<file path="src/rtl/usb_hs_pkg.sv">
package usb_hs_pkg;
  localparam int unsigned N_FLAG = 5;
  localparam int unsigned N_CTRL = 4;
  localparam int unsigned F_TX0  = 0;
  localparam int unsigned F_RX0  = 1;
  localparam int unsigned F_TX12 = 2;
  localparam int unsigned F_EOP  = 3;
  localparam int unsigned F_RES  = 4;
  localparam int unsigned C_STALL = 3;

  typedef enum logic [2:0] {
    REPLY_NONE  = 3'd0,
    REPLY_DATA  = 3'd1,
    REPLY_ACK   = 3'd2,
    REPLY_NAK   = 3'd3,
    REPLY_STALL = 3'd4
  } reply_e;
endpackage

</file>
<file path="src/rtl/usb_hs_w1c_flag.sv">
module usb_hs_w1c_flag (
  input  logic clk_i,
  input  logic rst_ni,
  input  logic set_i,
  input  logic clr_i,
  output logic q_o
);
  always_ff @(posedge clk_i or negedge rst_ni) begin
    if (!rst_ni)    q_o <= 1'b0;
    else if (set_i) q_o <= 1'b1;  // set wins over clear
    else if (clr_i) q_o <= 1'b0;
  end
endmodule

</file>
<file path="src/rtl/usb_hs_reply.sv">
module usb_hs_reply
  import usb_hs_pkg::*;
#(
  parameter int unsigned EP_W = 2
) (
  input  logic            tok_in_i,
  input  logic [EP_W-1:0] tok_ep_i,
  input  logic [N_CTRL-1:0] ctrl_i,
  input  logic [N_FLAG-1:0] flag_i,
  output reply_e          reply_o,
  output logic            has_reply_o
);
  localparam logic [EP_W-1:0] EP_LAST = 2'd2;

  logic ep0, ep12;
  assign ep0  = (tok_ep_i == '0);
  assign ep12 = !ep0 && (tok_ep_i <= EP_LAST);
  assign has_reply_o = ep0 || ep12;

  always_comb begin
    reply_o = REPLY_NONE;
    if (ep0) begin
      if (ctrl_i[C_STALL]) reply_o = REPLY_STALL;
      else if (tok_in_i)
        reply_o = (ctrl_i[F_TX0] && !flag_i[F_TX0]) ? REPLY_DATA : REPLY_NAK;
      else
        reply_o = (ctrl_i[F_RX0] && !flag_i[F_RX0]) ? REPLY_ACK : REPLY_NAK;
    end else if (ep12) begin
      if (tok_in_i)
        reply_o = (ctrl_i[F_TX12] && !flag_i[F_TX12]) ? REPLY_DATA : REPLY_NAK;
      else
        reply_o = REPLY_NAK;
    end
  end
endmodule

</file>
<file path="src/rtl/usb_ep_hs_ctrl.sv">
module usb_ep_hs_ctrl
  import usb_hs_pkg::*;
#(
  parameter int unsigned EP_W   = 2,
  parameter int unsigned ADDR_W = 2,
  parameter int unsigned DATA_W = 8
) (
  input  logic              clk_i,
  input  logic              rst_ni,
  input  logic              tok_valid_i,
  input  logic              tok_in_i,
  input  logic [EP_W-1:0]   tok_ep_i,
  input  logic              host_ack_i,
  input  logic              rx_ok_i,
  input  logic              eop_i,
  input  logic              bus_act_i,
  input  logic              suspend_i,
  input  logic              reg_we_i,
  input  logic [ADDR_W-1:0] reg_addr_i,
  input  logic [DATA_W-1:0] reg_wdata_i,
  output logic [DATA_W-1:0] reg_rdata_o,
  output logic              reply_valid_o,
  output logic [2:0]        reply_o,
  output logic              irq_o
);
  localparam logic [ADDR_W-1:0] A_FLAG = 'd0;
  localparam logic [ADDR_W-1:0] A_CTRL = 'd1;
  localparam logic [ADDR_W-1:0] A_MASK = 'd2;

  logic [N_FLAG-1:0] flag_q, flag_set, flag_clr, mask_q;
  logic [N_CTRL-1:0] ctrl_q;
  reply_e            rep, reply_q;
  logic              has_rep, reply_valid_q, irq_q;
  logic              pend_q, pend_in_q, pend_ep12_q;
  logic              in_done, out_done;

  usb_hs_reply #(.EP_W(EP_W)) i_reply (
    .tok_in_i   (tok_in_i),
    .tok_ep_i   (tok_ep_i),
    .ctrl_i     (ctrl_q),
    .flag_i     (flag_q),
    .reply_o    (rep),
    .has_reply_o(has_rep)
  );

  always_ff @(posedge clk_i or negedge rst_ni) begin
    if (!rst_ni) begin
      reply_valid_q <= 1'b0;
      reply_q       <= REPLY_NONE;
    end else begin
      reply_valid_q <= tok_valid_i && has_rep;
      reply_q       <= tok_valid_i ? rep : REPLY_NONE;
    end
  end

  // pending transaction awaiting host ACK or good OUT data
  assign in_done  = host_ack_i && pend_q && pend_in_q;
  assign out_done = rx_ok_i && pend_q && !pend_in_q;

  always_ff @(posedge clk_i or negedge rst_ni) begin
    if (!rst_ni) begin
      pend_q      <= 1'b0;
      pend_in_q   <= 1'b0;
      pend_ep12_q <= 1'b0;
    end else if (tok_valid_i) begin
      pend_q      <= (rep == REPLY_DATA) || (rep == REPLY_ACK);
      pend_in_q   <= tok_in_i;
      pend_ep12_q <= (tok_ep_i != '0);
    end else if (in_done || out_done) begin
      pend_q <= 1'b0;
    end
  end

  always_comb begin
    flag_set         = '0;
    flag_set[F_TX0]  = in_done && !pend_ep12_q;
    flag_set[F_RX0]  = out_done;
    flag_set[F_TX12] = in_done && pend_ep12_q;
    flag_set[F_EOP]  = eop_i;
    flag_set[F_RES]  = bus_act_i && suspend_i;
    flag_clr = (reg_we_i && reg_addr_i == A_FLAG) ? reg_wdata_i[N_FLAG-1:0] : '0;
  end

  for (genvar g = 0; g < N_FLAG; g++) begin : g_flag
    usb_hs_w1c_flag i_flag (
      .clk_i (clk_i),
      .rst_ni(rst_ni),
      .set_i (flag_set[g]),
      .clr_i (flag_clr[g]),
      .q_o   (flag_q[g])
    );
  end

  // enables self-clear on completion; a software write in the same cycle wins
  always_ff @(posedge clk_i or negedge rst_ni) begin
    if (!rst_ni) begin
      ctrl_q <= '0;
      mask_q <= '0;
    end else begin
      if (reg_we_i && reg_addr_i == A_CTRL) ctrl_q <= reg_wdata_i[N_CTRL-1:0];
      else begin
        if (flag_set[F_TX0])  ctrl_q[F_TX0]  <= 1'b0;
        if (flag_set[F_RX0])  ctrl_q[F_RX0]  <= 1'b0;
        if (flag_set[F_TX12]) ctrl_q[F_TX12] <= 1'b0;
      end
      if (reg_we_i && reg_addr_i == A_MASK) mask_q <= reg_wdata_i[N_FLAG-1:0];
    end
  end

  always_ff @(posedge clk_i or negedge rst_ni) begin
    if (!rst_ni) irq_q <= 1'b0;
    else         irq_q <= |(flag_q & mask_q);
  end

  always_comb begin
    reg_rdata_o = '0;
    case (reg_addr_i)
      A_FLAG:  reg_rdata_o[N_FLAG-1:0] = flag_q;
      A_CTRL:  reg_rdata_o[N_CTRL-1:0] = ctrl_q;
      A_MASK:  reg_rdata_o[N_FLAG-1:0] = mask_q;
      default: reg_rdata_o = '0;
    endcase
  end

  assign reply_valid_o = reply_valid_q;
  assign reply_o       = reply_q;
  assign irq_o         = irq_q;
endmodule

</file>
<file path="config.mk">
export PLATFORM = sky130hd
export DESIGN_NAME = usb_ep_hs_ctrl
export DESIGN_NICKNAME = d
export VERILOG_FILES = /design/src/rtl/usb_hs_pkg.sv /design/src/rtl/usb_hs_w1c_flag.sv /design/src/rtl/usb_hs_reply.sv /design/src/rtl/usb_ep_hs_ctrl.sv
export SDC_FILE = /design/constraint.sdc
export NUM_CORES = 1
export LEC_CHECK = 0
export BUFFER_PORTS_ARGS = -buffer_cell sky130_fd_sc_hd__buf_2
export CORE_MARGIN = 2
export CORE_UTILIZATION = 45
export DETAILED_ROUTE_END_ITERATION = 12
export PLACE_DENSITY = 0.85
export SLEW_MARGIN = 20
export SYNTH_ARGS = -nofsm -noshare
export SYNTH_HDL_FRONTEND = slang
export SYNTH_HIERARCHICAL = 1
export SYNTH_SLANG_ARGS = --single-unit
</file>
<file path="constraint.sdc">
create_clock -name clk_i -period 1.13 [get_ports clk_i]
set_input_delay 0.1695 -clock clk_i [delete_from_list [all_inputs] [get_ports clk_i]]
set_output_delay 0.1695 -clock clk_i [all_outputs]
set_load 0.005 [all_outputs]
</file>
==> results.md <==
- Core Rows: 18
- Worst-path fanout max: 2
- Area leader, netlist: dfrtp_1
- CP cell instances: buf_6 > mux2i_2 > o21ai_1 > buf_2
- Power per cell area: 1390 nW/µm²
- Slew headroom: 58.7%
- Via count: 996
- WHS Path Cells: 2
- Setup TNS: -1.33 ns
- Final Max Tran Viols: 0
- Synth unique cells: 32
- Ratio of routed vias to standard cells: 5.30
- Asr flop ratio synth: 100%
- DPL Wire Length: 2000 µm
- Final Net Count: 184
- Clock transition at path regs: 0.12 ns
- Tot GR Track Use: 21.3%
- Crit-path slowest cell: dfrtp_1
- Post-layout min period: 1.38 ns
- Top-area cell type share of the netlist area: 46.7%
- Worst Tran Pin Value: 0.604 ns
- Starting Density: 47.6%
- # setup viols final: 9
- Sequential area share after synthesis: 46.7%
- CP peak stage delay: 0.42 ns
- Skew-Pair Late Insertion Delay: 0.31 ns
- Status: complete, but fails checks
- CTS root buffer: clkbuf_4
- Skew final: 0.000770 ns
- Htree depth: 1
- DRT Pass-1 Iters: 5
- Clock sink count: 22
- Worst path bufs/invs: 2
- Core area: 2480 µm²
- Pleak: 0.000833 µW
- Syn Inst Count: 108
- Startpoint type of the worst setup path: flip-flop
- Min Hold Slack: 0.0277 ns
- Final Non-Filler Cells: 188
- Failing checks: negative setup slack
- CP Class: flip-flop to primary output
- Critical path depth: 4
- FF+latch count, synth: 22
- Port-buffer cells: 28
- Synth top cells by count: dfrtp_1, and2_1, inv_1
- Top-count cell post-synth: dfrtp_1
- First DRT Iteration DRCs: 18
- First-pass GRT wire length: 4410 µm
- CP Capture Type: primary output
- Max-cap violations: 0
- Worst EP arrival: 1.21 ns
- Vias in the first global route: 928
- Maximum buffer depth of the clock tree: 2
- CTS Buf Count: 3
- Grt ovf: 0
- Residual DRC: 0
- Share of post-route cells with drive strength above 1: 44.9%
- Largest net degree at the start of global routing: 23
- Peak Freq: 723 MHz
- Required @ worst endpoint: 0.96 ns
- Syn-to-layout area delta: 34.8%
- Placer congestion estimate: 0.844
- DR WL/cell: 15.5 µm
- Synth top area cells: dfrtp_1, mux2_4, and2_1
- Total power: 2200 µW
- Worst path top cell family by delay: flip-flops
- Initial antenna violation count: 0
- Post-Syn Area: 1180 µm²
- Post-route setup slack: -0.254 ns
- Die H: 55.2 µm
- R2R cell count: 6
- Die Width: 55.2 µm
- Worst vdd ir: 0.987 mV
- RSZ-0062 raised after global routing: true
- Yosys warnings: 6
- Hold Vio Cnt, Final: 0
- ANT cells: 0
- IO Count: 35
- Syn avg cell area: 10.9 µm²
- Antenna-violating nets left: 0
- Hold Path Class: primary input to flip-flop
- Post-synth EDFFs: 0
- Main synth FF type: dfrtp_1
- Final period utilization: 122%
- CTS tree: done
- Final WL: 2910 µm
- Placed Instances: 176
- Die area: 3040 µm²
flip-flops by register name, summed over array words and instances (netlist names), 3 cells and up:
name	cells
ctrl_q	4
g_flag.i_flag/q_o	5
mask_q	5
reply_o	3
final cells by class:
class / count / area (µm²)
clock buffer: 3 / 22.5
tap: 30 / 37.5
sequential: 22 / 551
fill: 202 / 888
timing repair buffer: 51 / 353
multi-input combinational: 73 / 592
inverter: 9 / 33.8
logic make-up (layout without fill, tap and decap cells):
group	count (synthesis)	count (layout)	synth area share [%]
simple gates	35	35	18.8
mux	12	12	12.8
compound gates	20	20	12.3
buf+inv	15	63	6.16
xor+xnor	1	1	0.743
flops	22	22	46.7
fa+ha+maj	2	2	2.12
other cells	1	3	0.318
final timing paths:
kind	start	to	slack (ns)
max reg2reg	ctrl_q[0]	pend_q	-0.25
min	eop_i	g_flag[3].i_flag/q_o	0.03
min in group asynchronous	rst_ni	pend_ep12_q	0.34
max	g_flag[1].i_flag/q_o	reg_rdata_o[1]	-0.25
min reg2reg	g_flag[3].i_flag/q_o	g_flag[3].i_flag/q_o	0.54
max in group asynchronous	rst_ni	reply_valid_o	0.46
cells in the final DEF (no fill, tap or decap), drive strengths merged, types with 2 or more instances in the layout:
master / count
buf: 50
dfrtp: 22
and2: 12
inv: 9
mux2: 7
nor2: 6
a21o: 6
nand2: 6
o21ai: 5
mux2i: 5
a22o: 3
conb: 3
clkbuf: 3
and3b: 3
a21oi: 2
ha: 2
nor2b: 2
nor3b: 2
nand2b: 2
metal layers:
metal	global-route usage (%)	routed length [µm]	up-vias
li1	-	-	465
met3	1.61	121	11
met2	34.7	1510	41
met4	11.0	91	0
met1	28.3	1180	479
met5	0	0	-
timing repair:
| action | 4_1_cts | 5_1_grt |
|---|---|---|
| hold endpoints to repair | 22 | 0 |
| setup buffers | 7 | 1 |
| hold buffers | 1 | 0 |
| resized for setup | 14 | 7 |
| pin swaps | 7 | 3 |
| setup endpoints to repair | 6 | 8 |
| cloned | 0 | 0 |
metrics by stage:
stage                     instance area [µm²]  setup WS [ns]  utilization (%)
final                                    1590         -0.254             64.1
after CTS                                1560         -0.243             62.8
after global routing                     1590         -0.346             64.1
after floorplan                          1190        -0.0150                -
after global placement                   1430         -0.126             57.7
after detailed placement                 1430         -0.187             57.7
power by group:
part	total [µW]	switching, µW	internal (µW)
combinational	806	307	498
clock	368	243	125
sequential	1030	106	923
(Power assumes the default switching activity.)
